## config.mk

```make
export PLATFORM = sky130hd
export DESIGN_NAME = aser_port
export DESIGN_NICKNAME = d
export VERILOG_FILES = /design/src/rtl/aser_pkg.sv /design/src/rtl/aser_tx.sv /design/src/rtl/aser_rx.sv /design/src/rtl/aser_port.sv
export SDC_FILE = /design/constraint.sdc
export NUM_CORES = 1
export LEC_CHECK = 0
export CAP_MARGIN = 10
export CORE_MARGIN = 1.5
export CORE_UTILIZATION = 55
export DETAILED_ROUTE_END_ITERATION = 12
export PLACE_DENSITY_LB_ADDON = 0.2
export SLEW_MARGIN = 15
export SYNTH_ARGS = -nofsm -noshare
export SYNTH_HDL_FRONTEND = slang
export SYNTH_SLANG_ARGS = --single-unit
```

## constraint.sdc

```tcl
create_clock -name clk -period 9.44 [get_ports clk]
set_clock_uncertainty 0.1 [all_clocks]
set_input_delay 1.888 -clock clk [delete_from_list [all_inputs] [get_ports clk]]
set_output_delay 1.888 -clock clk [all_outputs]
set_load 0.01 [all_outputs]
```

## src/rtl/aser_pkg.sv

```systemverilog
package aser_pkg;
    localparam int DATA_W  = 8;
    localparam int MAX_DIV = 64;
    localparam int CNT_W   = $clog2(MAX_DIV);
    localparam int FRAME_W = DATA_W + 4;
    localparam int BITS_W  = $clog2(FRAME_W + 1);

    typedef struct packed {
        logic       stop2;
        logic       par_even;
        logic       par_en;
        logic [1:0] len;
        logic [1:0] fac;
    } mode_t;

    function automatic logic [CNT_W:0] bit_div(input logic [1:0] fac);
        case (fac)
            2'd0:    return (CNT_W+1)'(1);
            2'd1:    return (CNT_W+1)'(16);
            default: return (CNT_W+1)'(64);
        endcase
    endfunction

    function automatic logic [BITS_W-1:0] data_bits(input logic [1:0] len);
        return BITS_W'(5) + BITS_W'(len);
    endfunction
endpackage

```

## src/rtl/aser_tx.sv

```systemverilog
module aser_tx
    import aser_pkg::*;
(
    input  logic              clk,
    input  logic              rst,
    input  logic              tick,
    input  mode_t             mode,
    input  logic              go_ok,
    input  logic              brk,
    input  logic              wr,
    input  logic [DATA_W-1:0] wdata,
    output logic              txd,
    output logic              hold_full,
    output logic              busy
);
    typedef struct packed {
        logic [DATA_W-1:0]  hold;
        logic               full;
        logic               busy;
        logic [FRAME_W-1:0] frame;
        logic [BITS_W-1:0]  left;
        logic [CNT_W-1:0]   cnt;
    } tx_st_t;

    tx_st_t q, d;
    logic [FRAME_W-1:0] fr;
    logic [BITS_W-1:0]  nd, nb;
    logic [CNT_W:0]     div;
    logic               pacc, pbit;

    always_comb begin
        div  = bit_div(mode.fac);
        nd   = data_bits(mode.len);
        nb   = BITS_W'(2) + nd + BITS_W'(mode.par_en) + BITS_W'(mode.stop2);
        pacc = 1'b0;
        fr   = '1;
        fr[0] = 1'b0;
        for (int i = 0; i < DATA_W; i++) begin
            if (i < int'(nd)) begin
                fr[i+1] = q.hold[i];
                pacc    = pacc ^ q.hold[i];
            end
        end
        pbit = mode.par_even ? pacc : ~pacc;
        if (mode.par_en) fr[nd + BITS_W'(1)] = pbit;

        d = q;
        if (q.busy && tick) begin
            if (q.cnt == '0) begin
                if (q.left == BITS_W'(1)) begin
                    d.busy = 1'b0;
                end else begin
                    d.frame = {1'b1, q.frame[FRAME_W-1:1]};
                    d.left  = q.left - BITS_W'(1);
                    d.cnt   = CNT_W'(div - 1'b1);
                end
            end else begin
                d.cnt = q.cnt - CNT_W'(1);
            end
        end else if (!q.busy && q.full && go_ok && tick) begin
            d.busy  = 1'b1;
            d.full  = 1'b0;
            d.frame = fr;
            d.left  = nb;
            d.cnt   = CNT_W'(div - 1'b1);
        end
        if (wr) begin
            d.hold = wdata;
            d.full = 1'b1;
        end
    end

    always_ff @(posedge clk) begin
        if (rst) q <= '0;
        else     q <= d;
    end

    assign txd       = brk ? 1'b0 : (q.busy ? q.frame[0] : 1'b1);
    assign hold_full = q.full;
    assign busy      = q.busy;

    a_r4_start_bit_low: assert property (@(posedge clk) disable iff (rst)
        $rose(q.busy) && !brk |-> !txd);
    a_r4_ends_on_stop: assert property (@(posedge clk) disable iff (rst)
        $fell(q.busy) && !$past(brk) |-> $past(txd));
    a_r7_break_holds_low: assert property (@(posedge clk) disable iff (rst)
        brk |-> !txd);
endmodule

```

## src/rtl/aser_rx.sv

```systemverilog
module aser_rx
    import aser_pkg::*;
(
    input  logic              clk,
    input  logic              rst,
    input  logic              tick,
    input  mode_t             mode,
    input  logic              en,
    input  logic              rxd,
    input  logic              rd,
    input  logic              err_clr,
    output logic [DATA_W-1:0] data,
    output logic              rdy,
    output logic              perr,
    output logic              oerr,
    output logic              ferr,
    output logic              brk
);
    typedef enum logic [2:0] {R_IDLE, R_START, R_DATA, R_PAR, R_STOP, R_HOLD} rx_state_t;

    typedef struct packed {
        rx_state_t         st;
        logic [CNT_W-1:0]  cnt;
        logic [BITS_W-1:0] idx;
        logic [DATA_W-1:0] sh;
        logic              pbit;
        logic [DATA_W-1:0] data;
        logic              rdy;
        logic              perr;
        logic              oerr;
        logic              ferr;
        logic              brk;
    } rx_st_t;

    rx_st_t q, d;
    logic [CNT_W:0]     div;
    logic [BITS_W-1:0]  nd;
    logic [DATA_W-1:0]  word;
    logic [CNT_W-1:0]   reload;

    always_comb begin
        div    = bit_div(mode.fac);
        nd     = data_bits(mode.len);
        reload = CNT_W'(div - 1'b1);
        word   = q.sh >> (BITS_W'(DATA_W) - nd);

        d = q;
        if (rd) d.rdy = 1'b0;
        if (err_clr) begin
            d.perr = 1'b0;
            d.oerr = 1'b0;
            d.ferr = 1'b0;
        end
        if (q.brk && rxd) d.brk = 1'b0;

        if (tick) begin
            case (q.st)
                R_IDLE: if (en && !rxd) begin
                    d.idx = '0;
                    if (div == (CNT_W+1)'(1)) begin
                        d.st  = R_DATA;
                        d.cnt = '0;
                    end else begin
                        d.st  = R_START;
                        d.cnt = CNT_W'(div >> 1);
                    end
                end
                R_START: begin
                    if (q.cnt != '0) d.cnt = q.cnt - CNT_W'(1);
                    else if (rxd)    d.st  = R_IDLE;
                    else begin
                        d.st  = R_DATA;
                        d.cnt = reload;
                    end
                end
                R_DATA: begin
                    if (q.cnt != '0) d.cnt = q.cnt - CNT_W'(1);
                    else begin
                        d.sh  = {rxd, q.sh[DATA_W-1:1]};
                        d.cnt = reload;
                        if (q.idx == nd - BITS_W'(1)) d.st = mode.par_en ? R_PAR : R_STOP;
                        else                          d.idx = q.idx + BITS_W'(1);
                    end
                end
                R_PAR: begin
                    if (q.cnt != '0) d.cnt = q.cnt - CNT_W'(1);
                    else begin
                        d.pbit = rxd;
                        d.cnt  = reload;
                        d.st   = R_STOP;
                    end
                end
                R_STOP: begin
                    if (q.cnt != '0) d.cnt = q.cnt - CNT_W'(1);
                    else begin
                        d.data = word;
                        d.rdy  = 1'b1;
                        if (q.rdy && !rd) d.oerr = 1'b1;
                        if (mode.par_en && ((^word) ^ q.pbit ^ !mode.par_even)) d.perr = 1'b1;
                        if (!rxd) begin
                            d.ferr = 1'b1;
                            d.st   = R_HOLD;
                            if (word == '0 && (!mode.par_en || !q.pbit)) d.brk = 1'b1;
                        end else begin
                            d.st = R_IDLE;
                        end
                    end
                end
                R_HOLD: if (rxd) d.st = R_IDLE;
                default: d.st = R_IDLE;
            endcase
        end
    end

    always_ff @(posedge clk) begin
        if (rst) q <= '0;
        else     q <= d;
    end

    assign data = q.data;
    assign rdy  = q.rdy;
    assign perr = q.perr;
    assign oerr = q.oerr;
    assign ferr = q.ferr;
    assign brk  = q.brk;

    a_r8_ready_after_stop: assert property (@(posedge clk) disable iff (rst)
        $rose(q.rdy) |-> $past(q.st) == R_STOP);
    a_r11_overrun_needs_unread: assert property (@(posedge clk) disable iff (rst)
        $rose(q.oerr) |-> $past(q.rdy));
    a_r12_break_only_on_low_line: assert property (@(posedge clk) disable iff (rst)
        $rose(q.brk) |-> $past(!rxd));
endmodule

```

## src/rtl/aser_port.sv

```systemverilog
module aser_port
    import aser_pkg::*;
(
    input  logic              clk,
    input  logic              rst,
    input  logic              baud_en,
    input  logic              cs_n,
    input  logic              rd_n,
    input  logic              wr_n,
    input  logic              cd,
    input  logic [DATA_W-1:0] din,
    output logic [DATA_W-1:0] dout,
    output logic              txd,
    output logic              txrdy,
    output logic              txempty,
    input  logic              rxd,
    output logic              rxrdy,
    output logic              brk_det,
    input  logic              cts_n,
    input  logic              dsr_n,
    output logic              rts_n,
    output logic              dtr_n
);
    localparam int C_TXEN = 0, C_DTR = 1, C_RXEN = 2, C_BRK = 3, C_ERST = 4, C_RTS = 5, C_IRST = 6;

    typedef struct packed {
        mode_t             mode;
        logic              armed;
        logic [DATA_W-1:0] cmd;
    } ctl_st_t;

    ctl_st_t q, d;
    logic wr_ctl, wr_dat, rd_dat, soft_rst, err_clr, sub_rst;
    logic hold_full, tx_busy;
    logic [DATA_W-1:0] rx_data;
    logic rx_perr, rx_oerr, rx_ferr;

    always_comb begin
        wr_ctl   = !cs_n && !wr_n && cd;
        wr_dat   = !cs_n && !wr_n && !cd;
        rd_dat   = !cs_n && !rd_n && !cd;
        soft_rst = wr_ctl && q.armed && din[C_IRST];
        err_clr  = wr_ctl && q.armed && din[C_ERST];

        d = q;
        if (wr_ctl) begin
            if (!q.armed) begin
                d.mode  = mode_t'(din[6:0]);
                d.armed = 1'b1;
            end else if (din[C_IRST]) begin
                d.armed = 1'b0;
                d.cmd   = '0;
            end else begin
                d.cmd = din;
            end
        end
    end

    always_ff @(posedge clk) begin
        if (rst) q <= '0;
        else     q <= d;
    end

    assign sub_rst = rst || soft_rst;

    aser_tx u_tx (
        .clk       (clk),
        .rst       (sub_rst),
        .tick      (baud_en),
        .mode      (q.mode),
        .go_ok     (q.cmd[C_TXEN] && !cts_n),
        .brk       (q.cmd[C_BRK]),
        .wr        (wr_dat),
        .wdata     (din),
        .txd       (txd),
        .hold_full (hold_full),
        .busy      (tx_busy)
    );

    aser_rx u_rx (
        .clk     (clk),
        .rst     (sub_rst),
        .tick    (baud_en),
        .mode    (q.mode),
        .en      (q.cmd[C_RXEN]),
        .rxd     (rxd),
        .rd      (rd_dat),
        .err_clr (err_clr),
        .data    (rx_data),
        .rdy     (rxrdy),
        .perr    (rx_perr),
        .oerr    (rx_oerr),
        .ferr    (rx_ferr),
        .brk     (brk_det)
    );

    assign txrdy   = !hold_full && q.cmd[C_TXEN] && !cts_n;
    assign txempty = !hold_full && !tx_busy;
    assign rts_n   = !q.cmd[C_RTS];
    assign dtr_n   = !q.cmd[C_DTR];
    assign dout    = cd ? {!dsr_n, brk_det, rx_ferr, rx_oerr, rx_perr, txempty, rxrdy, !hold_full}
                        : rx_data;

    a_r2_mode_only_when_waiting: assert property (@(posedge clk) disable iff (rst)
        !$stable(q.mode) |-> !$past(q.armed));
    a_r6_write_clears_empty: assert property (@(posedge clk) disable iff (rst)
        wr_dat |=> !txempty);
    a_r5_write_clears_ready: assert property (@(posedge clk) disable iff (rst)
        wr_dat |=> !txrdy);
    a_r13_errors_cleared: assert property (@(posedge clk) disable iff (rst)
        err_clr |=> !rx_perr && !rx_ferr);
endmodule

```

==> results.sh, run 1 <==
export IMPL_outcome="completed"
export IMPL_switching_share=0.253
export IMPL_synth_edf_count=0
export IMPL_clkLatencyLatePin_ps=350
export IMPL_design_area_sq_um=5180
export IMPL_clk_pin_slew_ps=80
export IMPL_min_path_type="reg2reg"
export IMPL_dieArea_sq_um=9080
export IMPL_cp_start_kind="input port"
export IMPL_fill_cells=725
export IMPL_wirelength_mm=11.3
export IMPL_cts_setup_buffers=0
export IMPL_crit_slowest_cell="clkdlybuf4s50_1"
export IMPL_p_sw_mw=0.168
export IMPL_cp_slowest_stage_delay_ps=860
export IMPL_p_seq_frac=0.520
export IMPL_clkSinkCount=80
export IMPL_crit_chain="clkdlybuf4s50_1, mux2_2, clkdlybuf4s50_1"
export IMPL_drv_cap=0
export IMPL_root_buffer="clkbuf_8"
export IMPL_drc_errors=0
export IMPL_r2r_end="u_rx.perr"
export IMPL_worstReg2RegStart="q[11]"
export IMPL_synth_area_leaders="dfxtp_1 (34%), a21oi_1 (7.5%), nor2_1 (6.1%)"
export IMPL_cts_resized=0
export IMPL_ys_warn_count=0
export IMPL_p_per_area_nw_per_um2=128
export IMPL_final_util=0.630
export IMPL_post_synth_top_area_cell="dfxtp_1"
export IMPL_synth_seq_area_share=0.342
export IMPL_hold_depth=2
export IMPL_synth_top_area_frac=0.342
export IMPL_reg2reg_slack_ps=5920
export IMPL_drtPass1Iterations=5
export IMPL_cts_buffers_inserted=9
export IMPL_post_route_period_util=0.596
export IMPL_syn_inst=575
export IMPL_relSlewSlack=0.311
export IMPL_grt_pass1_wl_mm=18.3
export IMPL_synth_ff_type="dfxtp_1"
export IMPL_min_to="u_tx.q[19]"
export IMPL_cts_buffer_depth=2
export IMPL_worstPathArrival_ps=3640
export IMPL_crit_family="buffers and inverters"
export IMPL_crit_top_cell="clkdlybuf4s50_1"
export IMPL_hold_viol=0
export IMPL_num_io_pins=33
export IMPL_p_clk_frac=0.398
export IMPL_syn_nets=615
export IMPL_drv_slew=0
export IMPL_final_min_clock_period_ps=5630
export IMPL_grt_total_usage=0.257
export IMPL_fin_nets=623
export IMPL_rows=33
export IMPL_start_util=0.570
export IMPL_worst_pin_slew_ps=1030
export IMPL_whs_ps=359
export IMPL_crit_fanout=17
export IMPL_finalPower_mw=0.663
export IMPL_postRouteAntennaNets=0
export IMPL_ys_seq_elements=80
export IMPL_p_leak_nw=1.91
export IMPL_synth_commonest_cells="dfxtp_1 (80), nor2_1 (76), a21oi_1 (70)"
export IMPL_ys_types=63
export IMPL_cts_tree="done"
export IMPL_rsz0062_at_grt="no"
export IMPL_cp_end_kind="output port"
export IMPL_rr_worst_depth=10
export IMPL_globalplace_congestion=0.872
export IMPL_p_comb_frac=0.082
export IMPL_syn2layout_area_growth_pct=10.6
export IMPL_core_sq_um=8220
export IMPL_grt_pass1_vias=3778
export IMPL_synth_async_reset_ratio=0
export IMPL_worst_path_buf_inv=2
export IMPL_viasPerCell=5.89
export IMPL_syn_area_per_cell_sq_um=8.14
export IMPL_finalSetupTns_ps=0
export IMPL_syn_area_sq_um=4680
export IMPL_synth_most_common_cell="dfxtp_1"
export IMPL_grt_max_degree=45
export IMPL_die_y_um=95.3
export IMPL_vdd_ir_drop_max_mv=0.0992
export IMPL_p_int_mw=0.495
export IMPL_overflow=0
export IMPL_antenna_found_initial=0
export IMPL_setup_viol=0
export IMPL_drt_initial_drc_count=279
export IMPL_vias=4082
export IMPL_n_antenna_cell=0
export IMPL_fmax_ghz=0.178
export IMPL_dp_hpwl_mm=7.96
export IMPL_hold_buffers=0
export IMPL_wl_per_cell_um=16.3
export IMPL_hold_start="u_tx.q[19]"
export IMPL_port_buffer_count=32
export IMPL_place_area_sq_um=4970
export IMPL_worstPathRequired_ps=7450
export IMPL_final_layout_size_suffix_gt1_frac=0.0612
export IMPL_die_w_um=95.3
export IMPL_cts_max_level=3
export IMPL_crit_type="in2out"
==> power groups by stage <==
stage	Clock, mW	Sequential [mW]	Combinational [mW]
after floorplan	0	0.350	0.0361
after global placement	0	0.352	0.0523
after detailed placement	0	0.352	0.0533
after CTS	0.266	0.345	0.0539
after global routing	0.281	0.345	0.0591
final	0.264	0.345	0.0543
==> final cells by class <==
type,count,area [sq um],area share
timing repair buffer,33,328,0.0633
multi-input combinational,436,2820,0.545
inverter,23,86.3,0.0167
clock buffer,11,141,0.0273
clock inverter,5,65.1,0.0126
tap,105,131,0.0254
sequential,80,1600,0.309
==> worst min-delay path, cell delays in order, from the launching register on <==
cell and delay (ps):
dfxtp_1 320, nand2_1 50, a21oi_1 50
==> layout by cell type, fill, tap and decap left out, types with 6 or more instances in the layout <==
master	synthesis	layout
a211oi_1	6	6
a21oi_1	70	70
a31oi_1	6	6
clkbuf_8	0	10
clkdlybuf4s50_1	0	32
dfxtp_1	80	80
ha_1	21	21
inv_1	23	23
mux2_2	8	8
mux2i_1	27	27
nand2_1	61	61
nand2b_1	6	6
nand4_1	6	6
nor2_1	76	75
nor2b_1	6	6
nor3_1	8	8
nor3b_1	6	6
o21ai_0	43	43
or3_1	7	7
xnor2_1	14	14
==> registers in the layout, summed over array words and instances (netlist names), 8 cells and up <==
name,flops
q,13
u_tx.q,30
u_rx.q,22
u_rx.data,8
==> cell families after synthesis <==
| logic type | Yosys count | share of synthesized area |
|---|---|---|
| AND/OR/NAND/NOR | 199 | 0.200 |
| AO/OA/AOI/OAI | 156 | 0.200 |
| flip-flops | 80 | 0.342 |
| buffers and inverters | 59 | 0.0556 |
| multiplexers | 40 | 0.101 |
| adder cells (fa/ha/maj) | 22 | 0.0604 |
| XOR/XNOR | 19 | 0.0414 |
==> worst max-delay path by stage <==
stage | end | cells after the start | startpoint
6_report | dout[3] | 3 | cd
5_1_grt | dout[3] | 3 | cd
4_1_cts | dout[3] | 3 | cd
3_5_place_dp | dout[3] | 3 | cd
3_3_place_gp | dout[5] | 3 | cd
2_1_floorplan | dout[3] | 3 | cd
==> layer usage <==
layer / part of all wire / global-route usage / wire length, um / up-vias
met2: 0.46 / 0.411 / 5220 / 114
li1: - / - / - / 2038
met3: 0.047 / 0.0335 / 528 / 18
met1: 0.47 / 0.356 / 5330 / 1912
met4: 0.017 / 0.0883 / 196 / 0
met5: 0 / 0 / 0 / -
==> through the flow <==
stage / cells / setup slack [ps]
floorplan: 575 / 4650
global placement: 677 / 3850
detailed placement: 677 / 3800
CTS: 693 / 3800
global route: 693 / 3730
finish: 693 / 3810
No activity file was read; power rests on OpenSTA's default activity.
==> run 2, diff against run 1 <==
--- a/config.mk
+++ b/config.mk
@@ -7,7 +7,7 @@
 export LEC_CHECK = 0
 export CAP_MARGIN = 10
 export CORE_MARGIN = 1.5
-export CORE_UTILIZATION = 55
+export CORE_UTILIZATION = 54
 export DETAILED_ROUTE_END_ITERATION = 12
 export PLACE_DENSITY_LB_ADDON = 0.2
 export SLEW_MARGIN = 15
==> constraint.sdc (replaced) <==
create_clock -name clk -period 5.15 [get_ports clk]
set_clock_uncertainty 0.1 [all_clocks]
set_input_delay 1.03 -clock clk [delete_from_list [all_inputs] [get_ports clk]]
set_output_delay 1.03 -clock clk [all_outputs]
set_load 0.01 [all_outputs]
==> run 2 against run 1 <==
Against the previous run: global-route usage up 0.13 points; worst hold slack about the same; non-clock buffer count up 1; via count up 2.5%; cell count up 0.14%; highest routed layer unchanged; register-to-register slack worse by 4300 ps; first-iteration DRC count up 6.1%; routed wire length up 0.67%; critical endpoint is now dout[4]; total power up 94%; utilization down 0.20 points; die area up 1.8%; sequential share of layout area down 0.21 points.
==> results.sh, run 2 (same netlist as run 1, synthesis figures left out) <==
export IMPL_cp_start_kind="input port"
export IMPL_worstPathArrival_ps=2770
export IMPL_p_per_area_nw_per_um2=246
export IMPL_globalplace_congestion=0.889
export IMPL_hold_buffers=0
export IMPL_grt_pass1_vias=3786
export IMPL_syn2layout_area_growth_pct=11.3
export IMPL_vdd_ir_drop_max_mv=0.230
export IMPL_n_antenna_cell=0
export IMPL_hold_viol=0
export IMPL_cts_resized=0
export IMPL_drtPass1Iterations=6
export IMPL_drc_errors=0
export IMPL_relSlewSlack=0.249
export IMPL_top_register="u_tx.q"
export IMPL_viasPerCell=6.03
export IMPL_outcome="completed"
export IMPL_root_buffer="clkbuf_8"
export IMPL_p_leak_nw=1.93
export IMPL_top_regs="u_tx.q: 30 flops, u_rx.q: 22 flops, q: 13 flops"
export IMPL_fin_nets=624
export IMPL_port_buffer_count=32
export IMPL_clkSinkCount=80
export IMPL_wirelength_mm=11.4
export IMPL_cts_max_level=3
export IMPL_cts_tree="done"
export IMPL_worstPathRequired_ps=4020
export IMPL_setup_ws_ps=1250
export IMPL_num_io_pins=33
export IMPL_final_min_clock_period_ps=3900
export IMPL_dieArea_sq_um=9240
export IMPL_final_layout_size_suffix_gt1_frac=0.0645
export IMPL_rows=33
export IMPL_cts_buffers_inserted=9
export IMPL_start_util=0.564
export IMPL_wl_per_cell_um=16.4
export IMPL_core_sq_um=8300
export IMPL_drt_initial_drc_count=296
export IMPL_grt_total_usage=0.258
export IMPL_cts_buffer_depth=2
export IMPL_cp_end_kind="output port"
export IMPL_cts_setup_buffers=0
export IMPL_finalSetupTns_ps=0
export IMPL_postRouteAntennaNets=0
export IMPL_die_w_um=96.1
export IMPL_clkLatencyLatePin_ps=360
export IMPL_dp_hpwl_mm=7.99
export IMPL_drv_cap=0
export IMPL_largest_reg_flops=30
export IMPL_vias=4185
export IMPL_overflow=0
export IMPL_setup_viol=0
export IMPL_drv_slew=0
export IMPL_place_ws_ps=1190
export IMPL_antenna_found_initial=0
export IMPL_grt_pass1_wl_mm=18.4
export IMPL_mostFrequentLayoutCells="dfxtp_1 (80), nor2_1 (76), a21oi_1 (70)"
export IMPL_min_path_type="reg2reg"
export IMPL_rsz0062_at_grt="no"
export IMPL_die_y_um=96.1
export IMPL_crit_fanout=17
export IMPL_whs_ps=359
export IMPL_grt_max_degree=34
export IMPL_final_common_cell="dfxtp_1"
export IMPL_post_route_period_util=0.756
export IMPL_fmax_ghz=0.257
export IMPL_clk_pin_slew_ps=80
export IMPL_crit_type="in2out"
export IMPL_worst_pin_slew_ps=1120
[run 2: area by class of cell]
cell class | instances | area [sq um]
inverters | 23 | 86.3
multi-input cells | 436 | 2820
well taps | 105 | 131
fillers | 734 | 3090
repair buffers | 34 | 335
flip-flops and latches | 80 | 1600
clock buffers | 10 | 138
clock inverters | 6 | 97.6
[run 2: stage by stage]
step           area [sq um]  utilization  total power [mW]  std cells
6_report               5210        0.628              1.28        694
5_1_grt                5210        0.628              1.33        694
4_1_cts                5210        0.628              1.29        694
3_5_place_dp           4980        0.600             0.743        678
3_3_place_gp           4980        0.600             0.742        678
2_1_floorplan          4680            -             0.708        575
[run 2: power by group]
part / total, mW / internal, mW / leakage (nW) / switching (mW)
Combinational: 0.0989 / 0.0427 / 1.16 / 0.0563
Clock: 0.553 / 0.294 / 0.119 / 0.259
Sequential: 0.632 / 0.623 / 0.645 / 0.00832
Total: 1.28 / 0.960 / 1.93 / 0.323
[run 2: worst max-delay path: stages]
cell and delay [ps]:
clkdlybuf4s50_1 840, mux2_2 400, clkdlybuf4s50_1 490
[run 2: worst paths after layout]
path	start	end	slack, ps	depth (start not counted)
max	cd	dout[4]	1250	3
min	u_tx.q[19]	u_tx.q[19]	360	2
max reg2reg	q[11]	u_rx.perr	1590	10
min reg2reg	u_tx.q[19]	u_tx.q[19]	360	2
[run 2: layer usage]
layer  vias to the layer above  global-route usage  wire, um
li1                       2034                   -         -
met1                      1969               0.352      5300
met2                       159               0.406      5170
met3                        23              0.0458       646
met4                         0              0.0993       249
met5                         -                   0         0
